File: src/rtl/sdram_rd_pkg.sv
// Package: shared constants and types for the SDRAM burst read path.
// Assumes a fixed burst of four and a command pipeline of three stages.
package sdram_rd_pkg;
    localparam int BURST_LEN   = 4;
    localparam int BEAT_W      = $clog2(BURST_LEN);
    localparam int PIPE_STAGES = 3;
    localparam int LAT_W       = $clog2(PIPE_STAGES + 1);

    // Latency setting codes as they appear on the configuration input.
    typedef enum logic [LAT_W-1:0] {
        LAT_ILLEGAL = 2'd0,
        LAT_ONE     = 2'd1,
        LAT_TWO     = 2'd2,
        LAT_THREE   = 2'd3
    } lat_code_e;
endpackage

File: src/rtl/sdram_rd_cmd_pipe.sv
// Module: command delay line. Each READ slot moves one stage per clock.
// The latency setting picks the stage that feeds the burst counter, so a
// READ sampled at edge e is presented on the tap after edge e+L-1.
// Assumes the setting changes only while every stage is empty.
module sdram_rd_cmd_pipe
    import sdram_rd_pkg::*;
#(
    parameter int BANK_W = 1,
    parameter int COL_W  = 4,
    parameter int DEPTH  = PIPE_STAGES
) (
    input  logic              clk,
    input  logic              rst_n,
    input  logic [LAT_W-1:0]  cfg_lat,
    input  logic              in_vld,
    input  logic [BANK_W-1:0] in_bank,
    input  logic [COL_W-1:0]  in_col,
    output logic              tap_vld,
    output logic [BANK_W-1:0] tap_bank,
    output logic [COL_W-1:0]  tap_col
);
    localparam int IDX_W = (DEPTH > 1) ? $clog2(DEPTH) : 1;

    logic [DEPTH-1:0]             stg_vld;
    logic [DEPTH-1:0][BANK_W-1:0] stg_bank;
    logic [DEPTH-1:0][COL_W-1:0]  stg_col;
    logic [IDX_W-1:0]             tap_idx;

    // Shift every stage forward one position; reset empties only the valid bits.
    always_ff @(posedge clk) begin
        if (!rst_n) begin
            stg_vld <= '0;
        end else begin
            stg_vld[0] <= in_vld;
            for (int s = 1; s < DEPTH; s++) begin
                stg_vld[s] <= stg_vld[s-1];
            end
        end
        stg_bank[0] <= in_bank;
        stg_col[0]  <= in_col;
        for (int s = 1; s < DEPTH; s++) begin
            stg_bank[s] <= stg_bank[s-1];
            stg_col[s]  <= stg_col[s-1];
        end
    end

    // Map the latency code to a stage index, with an illegal zero clamped to the first stage.
    always_comb begin
        if (cfg_lat == LAT_ILLEGAL) begin
            tap_idx = '0;
        end else if (int'(cfg_lat) > DEPTH) begin
            tap_idx = IDX_W'(DEPTH - 1);
        end else begin
            tap_idx = IDX_W'(cfg_lat - 1'b1);
        end
    end

    // Present the selected stage to the burst counter.
    always_comb begin
        tap_vld  = stg_vld[tap_idx];
        tap_bank = stg_bank[tap_idx];
        tap_col  = stg_col[tap_idx];
    end
endmodule

File: src/rtl/sdram_rd_burst_ctr.sv
// Module: burst counter. When the tap shows a READ, it starts (or restarts)
// a four-beat burst at once. Otherwise it steps through the remaining beats
// of the current burst. It gives the address of the word due at the next
// edge, so the output register catches that word at edge e+L+k.
// Assumes the beat count is a power of two, so the in-group wrap is free.
module sdram_rd_burst_ctr
    import sdram_rd_pkg::*;
#(
    parameter int BANK_W = 1,
    parameter int COL_W  = 4
) (
    input  logic              clk,
    input  logic              rst_n,
    input  logic              tap_vld,
    input  logic [BANK_W-1:0] tap_bank,
    input  logic [COL_W-1:0]  tap_col,
    output logic              beat_vld,
    output logic [BANK_W-1:0] beat_bank,
    output logic [COL_W-1:0]  beat_col
);
    localparam int GRP_W = COL_W - BEAT_W;

    logic              busy_q;
    logic [BANK_W-1:0] bank_q;
    logic [COL_W-1:0]  start_q;
    logic [BEAT_W-1:0] beat_q;
    logic [BEAT_W-1:0] low_sum;

    // Low column bits of the running burst: start offset plus beat, wrapping in the group.
    assign low_sum = start_q[BEAT_W-1:0] + beat_q;

    // Pick the word for the next edge; a matured READ overrides the running burst.
    always_comb begin
        if (tap_vld) begin
            beat_vld  = 1'b1;
            beat_bank = tap_bank;
            beat_col  = tap_col;
        end else if (busy_q) begin
            beat_vld  = 1'b1;
            beat_bank = bank_q;
            beat_col  = {start_q[COL_W-1 -: GRP_W], low_sum};
        end else begin
            beat_vld  = 1'b0;
            beat_bank = bank_q;
            beat_col  = start_q;
        end
    end

    // Track the burst in progress: restart on a new READ, finish after the last beat.
    always_ff @(posedge clk) begin
        if (!rst_n) begin
            busy_q  <= 1'b0;
            bank_q  <= '0;
            start_q <= '0;
            beat_q  <= '0;
        end else if (tap_vld) begin
            busy_q  <= 1'b1;
            bank_q  <= tap_bank;
            start_q <= tap_col;
            beat_q  <= BEAT_W'(1);
        end else if (busy_q) begin
            busy_q <= (beat_q != BEAT_W'(BURST_LEN - 1));
            beat_q <= beat_q + 1'b1;
        end
    end
endmodule

File: src/rtl/sdram_rd_array.sv
// Module: register-file storage with one synchronous write port (preload)
// and one combinational read port. Each bank is a separate array built by
// a generate loop. The storage has no reset: its contents are defined only
// once preloaded.
module sdram_rd_array #(
    parameter int BANK_N = 2,
    parameter int BANK_W = 1,
    parameter int COL_W  = 4,
    parameter int DATA_W = 16
) (
    input  logic              clk,
    input  logic              wr_en,
    input  logic [BANK_W-1:0] wr_bank,
    input  logic [COL_W-1:0]  wr_col,
    input  logic [DATA_W-1:0] wr_data,
    input  logic [BANK_W-1:0] rd_bank,
    input  logic [COL_W-1:0]  rd_col,
    output logic [DATA_W-1:0] rd_word
);
    localparam int COLS = 1 << COL_W;

    logic [BANK_N-1:0][DATA_W-1:0] bank_word;

    for (genvar b = 0; b < BANK_N; b++) begin : g_bank
        logic [DATA_W-1:0] cells [COLS];

        // Write the preload word when this bank is addressed.
        always_ff @(posedge clk) begin
            if (wr_en && (wr_bank == BANK_W'(b))) begin
                cells[wr_col] <= wr_data;
            end
        end

        // Read this bank at the requested column.
        assign bank_word[b] = cells[rd_col];
    end

    // Choose the addressed bank's word.
    always_comb begin
        rd_word = '0;
        for (int b = 0; b < BANK_N; b++) begin
            if (rd_bank == BANK_W'(b)) begin
                rd_word = bank_word[b];
            end
        end
    end
endmodule

File: src/rtl/sdram_rd_out_reg.sv
// Module: output register. It catches the addressed word together with its
// valid flag and forces the bus to zero on clocks that carry no data.
module sdram_rd_out_reg #(
    parameter int DATA_W = 16
) (
    input  logic              clk,
    input  logic              rst_n,
    input  logic              in_vld,
    input  logic [DATA_W-1:0] in_word,
    output logic              out_vld,
    output logic [DATA_W-1:0] out_word
);
    // Register one beat; idle beats leave a zero bus.
    always_ff @(posedge clk) begin
        if (!rst_n) begin
            out_vld  <= 1'b0;
            out_word <= '0;
        end else begin
            out_vld  <= in_vld;
            out_word <= in_vld ? in_word : '0;
        end
    end
endmodule

File: src/rtl/sdram_rd_pipe.sv
// Module: top of the SDRAM burst read path. Chain: command delay line ->
// burst counter -> storage read -> output register. A READ sampled at edge
// e shows its first word right after edge e+L. The latency input must be
// 1..3 and must be held constant while any READ is in flight.
module sdram_rd_pipe
    import sdram_rd_pkg::*;
#(
    parameter int BANK_N = 2,
    parameter int COL_W  = 4,
    parameter int DATA_W = 16,
    localparam int BANK_W = $clog2(BANK_N)
) (
    input  logic              clk,
    input  logic              rst_n,
    input  logic [1:0]        cfg_cas_lat,
    input  logic              cmd_read,
    input  logic [BANK_W-1:0] cmd_bank,
    input  logic [COL_W-1:0]  cmd_col,
    input  logic              pre_wr,
    input  logic [BANK_W-1:0] pre_bank,
    input  logic [COL_W-1:0]  pre_col,
    input  logic [DATA_W-1:0] pre_data,
    output logic [DATA_W-1:0] rd_data,
    output logic              rd_valid
);
    logic              tap_vld;
    logic [BANK_W-1:0] tap_bank;
    logic [COL_W-1:0]  tap_col;
    logic              beat_vld;
    logic [BANK_W-1:0] beat_bank;
    logic [COL_W-1:0]  beat_col;
    logic [DATA_W-1:0] arr_word;

    sdram_rd_cmd_pipe #(
        .BANK_W (BANK_W),
        .COL_W  (COL_W),
        .DEPTH  (PIPE_STAGES)
    ) u_cmd_pipe (
        .clk      (clk),
        .rst_n    (rst_n),
        .cfg_lat  (LAT_W'(cfg_cas_lat)),
        .in_vld   (cmd_read),
        .in_bank  (cmd_bank),
        .in_col   (cmd_col),
        .tap_vld  (tap_vld),
        .tap_bank (tap_bank),
        .tap_col  (tap_col)
    );

    sdram_rd_burst_ctr #(
        .BANK_W (BANK_W),
        .COL_W  (COL_W)
    ) u_burst (
        .clk       (clk),
        .rst_n     (rst_n),
        .tap_vld   (tap_vld),
        .tap_bank  (tap_bank),
        .tap_col   (tap_col),
        .beat_vld  (beat_vld),
        .beat_bank (beat_bank),
        .beat_col  (beat_col)
    );

    sdram_rd_array #(
        .BANK_N (BANK_N),
        .BANK_W (BANK_W),
        .COL_W  (COL_W),
        .DATA_W (DATA_W)
    ) u_array (
        .clk     (clk),
        .wr_en   (pre_wr),
        .wr_bank (pre_bank),
        .wr_col  (pre_col),
        .wr_data (pre_data),
        .rd_bank (beat_bank),
        .rd_col  (beat_col),
        .rd_word (arr_word)
    );

    sdram_rd_out_reg #(
        .DATA_W (DATA_W)
    ) u_out (
        .clk      (clk),
        .rst_n    (rst_n),
        .in_vld   (beat_vld),
        .in_word  (arr_word),
        .out_vld  (rd_valid),
        .out_word (rd_data)
    );
endmodule

File: config.mk
export PLATFORM = sky130hd
export DESIGN_NAME = sdram_rd_pipe
export DESIGN_NICKNAME = d
export VERILOG_FILES = /design/src/rtl/sdram_rd_pkg.sv /design/src/rtl/sdram_rd_cmd_pipe.sv /design/src/rtl/sdram_rd_burst_ctr.sv /design/src/rtl/sdram_rd_array.sv /design/src/rtl/sdram_rd_out_reg.sv /design/src/rtl/sdram_rd_pipe.sv
export SDC_FILE = /design/constraint.sdc
export NUM_CORES = 1
export LEC_CHECK = 0
export ABC_AREA = 1
export BUFFER_PORTS_ARGS = -buffer_cell sky130_fd_sc_hd__buf_2
export CAP_MARGIN = 20
export CORE_MARGIN = 3
export CORE_UTILIZATION = 65
export DETAILED_ROUTE_END_ITERATION = 10
export PLACE_DENSITY = 0.79
export SLEW_MARGIN = 25
export SYNTH_ARGS = -nofsm -noshare
export SYNTH_HDL_FRONTEND = slang
export SYNTH_SLANG_ARGS = --single-unit
File: constraint.sdc
create_clock -name clk -period 6.1 [get_ports clk]
set_input_delay 1.525 -clock clk [delete_from_list [all_inputs] [get_ports clk]]
set_output_delay 1.525 -clock clk [all_outputs]
set_load 0.02 [all_outputs]
==> impl_metrics.env <==
export IMPL_drt_wl_total_um=61500
export IMPL_synth_xor_area_share_pct=0.0365
export IMPL_syn_nets=2372
export IMPL_cp_cell_sequence="buf_2 -> inv_1 -> nand2_1 -> nand2_2 -> nor2_8 -> nand2_2 -> nand2_4 -> buf_12 -> nand2_1 -> nand3_1 -> nand3_1 -> nand3_1 -> nand2_1 -> nor2_1 -> nor2_1"
export IMPL_grt_overflow=0
export IMPL_timing_setup_tns_ps=0
export IMPL_seq_area_frac_synth_pct=67.6
export IMPL_clk_latency_ps=600
export IMPL_max_slew_margin_pct=32.3
export IMPL_cp_required_ps=6550
export IMPL_sequentialPowerShare_pct=49.3
export IMPL_synth_seq_cells=555
export IMPL_vias_per_cell=5.84
export IMPL_first_pass_iters=9
export IMPL_syn_area_per_cell_um2=10.3
export IMPL_ctsHoldBuffers=0
export IMPL_routedWlPerCell_um=21.3
export IMPL_die_y_um=198
export IMPL_diodes=0
export IMPL_cts_setup_buffers=0
export IMPL_setup_viol=0
export IMPL_finalClockSkew_ps=17.7
export IMPL_yosys_warnings=0
export IMPL_period_share_pct=69.3
export IMPL_vias=16844
export IMPL_pwr_share_comb_pct=14.1
export IMPL_status="complete, but fails checks"
export IMPL_start_util_pct=66.7
export IMPL_gp_congestion=0.883
export IMPL_peakVddDrop_v=0.000279
export IMPL_drv_slew=0
export IMPL_hold_path_class="flop to flop"
export IMPL_syn2layout_area_growth_pct=10.1
export IMPL_numPortBuffers=48
export IMPL_grt_use_total_pct=31.8
export IMPL_ys_types=31
export IMPL_cts_tree="yes"
export IMPL_synthCells=2338
export IMPL_max_freq_ghz=0.236
export IMPL_numClockSinks=555
export IMPL_htree_levels=2
export IMPL_power_internal_w=0.00635
export IMPL_async_flop_share_pct=0
export IMPL_synth_compound_area_share_pct=1.40
export IMPL_violations="design-rule violations"
export IMPL_rows=69
export IMPL_cts_made_buffers=55
export IMPL_fin_crit_ps=4230
export IMPL_max_slew_worst_pin_slew_ps=1010
export IMPL_arrival_ps=4680
export IMPL_grt_max_degree=81
export IMPL_synth_simple_area_share_pct=20.7
export IMPL_antenna_found_initial=0
export IMPL_synth_edf_count=512
export IMPL_path_clk_slew_ps=60
export IMPL_synth_area_mux_share_pct=0
export IMPL_hpwl_um=34300
export IMPL_power_leakage_nw=11.3
export IMPL_register_area_mm2=0.0162
export IMPL_maxCapViolCount=0
export IMPL_swShare_pct=26.5
export IMPL_grt_pass1_vias=16481
export IMPL_die_x_um=198
export IMPL_drive_gt1_share_pct=7.88
export IMPL_final_common_cell="edfxtp_1"
export IMPL_max_clock_path_buffers=3
export IMPL_cts_root_buffer="clkbuf_16"
export IMPL_drtAntennaViolNets=0
export IMPL_cp_slowest_cell="nand2_4"
export IMPL_synth_flop_cell="edfxtp_1"
export IMPL_r2r_slack_ps=2750
export IMPL_synthAdderAreaFrac_pct=0.104
export IMPL_rsz0062_at_grt="false"
export IMPL_multi_input_area_mm2=0.00538
export IMPL_p_sw_w=0.00230
export IMPL_hold_viol=0
export IMPL_drc=1
export IMPL_hold_ws_ps=355
export IMPL_netlist_area_mm2=0.0240
export IMPL_setup_worst_path_class="input port to flop"
export IMPL_crit_path_end_kind="flop"
export IMPL_p_clk_share_pct=36.6
export IMPL_grt_pass1_wl_um=92900
export IMPL_critPathMaxStageDelay_ps=670
export IMPL_num_nets_final=2411
export IMPL_pin_count=49
export IMPL_cp_start_kind="input port"
export IMPL_core_area_mm2=0.0360
export IMPL_final_cell_mix="512 x edfxtp_1, 502 x nand3_1, 488 x inv_1"
export IMPL_synth_top_family_by_area="simple AND/OR/NAND/NOR gates"
export IMPL_dieArea_mm2=0.0393
export IMPL_p_per_area_mw_per_mm2=327
export IMPL_post_cts_resized=0
export IMPL_nFillCells=2382
export IMPL_path_max_fanout=52
export IMPL_drtIter0Drc=1758
## routing by layer
metal,part of all wire [%],wire [µm],up-vias,GRT usage (%)
met2,47,28900,1010,51.2
met1,37,22700,7985,42.2
met5,0,0,-,0
li1,-,-,7681,-
met4,5.1,3120,0,16.9
met3,11,6820,168,5.05
## worst max-delay path, delay by kind of cell
family / cells / cell delay (ps)
buffers and inverters: 3 / 600
AND/OR/NAND/NOR: 12 / 2480
## final timing paths
kind                                                  startpoint                        endpoint  cells after the start
worst max-delay path                              cfg_cas_lat[1]    u_out.out_word[7]$_SDFF_PN0_                     15
worst min-delay path               u_cmd_pipe.stg_col[6]$_DFF_P_  u_cmd_pipe.stg_col[10]$_DFF_P_                      0
worst max register to register  u_cmd_pipe.stg_vld[0]$_SDFF_PN0_    u_out.out_word[7]$_SDFF_PN0_                     14
worst min register to register     u_cmd_pipe.stg_col[6]$_DFF_P_  u_cmd_pipe.stg_col[10]$_DFF_P_                      0
## power groups by stage
stage	combinational, W	sequential [W]	clock [W]
6_report	0.00122	0.00426	0.00317
5_1_grt	0.00132	0.00426	0.00334
4_1_cts	0.00120	0.00426	0.00320
3_5_place_dp	0.00119	0.00434	0
3_3_place_gp	0.00116	0.00434	0
2_1_floorplan	0.000773	0.00434	0
## stage by stage
step	total power [W]	cell area [µm²]	setup WS (ps)	std cells	util, %
2_1_floorplan	0.00511	24000	3070	2338	-
3_3_place_gp	0.00550	24800	1470	2781	68.8
3_5_place_dp	0.00553	24800	1430	2781	68.8
4_1_cts	0.00866	26400	2020	2884	73.4
5_1_grt	0.00892	26400	1710	2884	73.4
6_report	0.00865	26400	1870	2884	73.4
## Yosys cell counts (3+ instances only)
master    number  area [µm²]
buf_2         57         285
nand3_1      502        2510
nor2_1       110         413
inv_1        488        1830
buf_4         17         128
edfxtp_1     512       15400
a21oi_1        4        20.0
nand3b_1      18         135
dfxtp_1       43         861
nand2_1      476        1790
clkbuf_1      39         146
o21ai_0        3        15.0
nand2_2        5        31.3
buf_1          5        18.8
o21ai_1        3        15.0
o211ai_1      33         248
## sequential cells by signal (all words and copies together), names as in the netlist, 2 cells and up
name and flops:
u_array.g_bank.cells 512, u_out.out_word 16, u_cmd_pipe.stg_col 12, u_burst.start_q 4
u_cmd_pipe.stg_bank 3, u_cmd_pipe.stg_vld 3, u_burst.beat_q 2
## layout make-up
cell class | count | area share (%)
flip-flops and latches | 555 | 61.4
multi-input cells | 1171 | 20.3
repair buffers | 102 | 2.73
inverters | 492 | 6.99
clock buffers | 76 | 5.70
clock inverters | 27 | 0.625
well taps | 461 | 2.18
## logic make-up after synthesis
logic type	after synthesis
AND/OR/NAND/NOR	1120
buffers and inverters	612
flip-flops	555
AO/OA/AOI/OAI	48
adder cells (fa/ha/maj)	2
XOR/XNOR	1
Power figures use the tool's default switching activity.
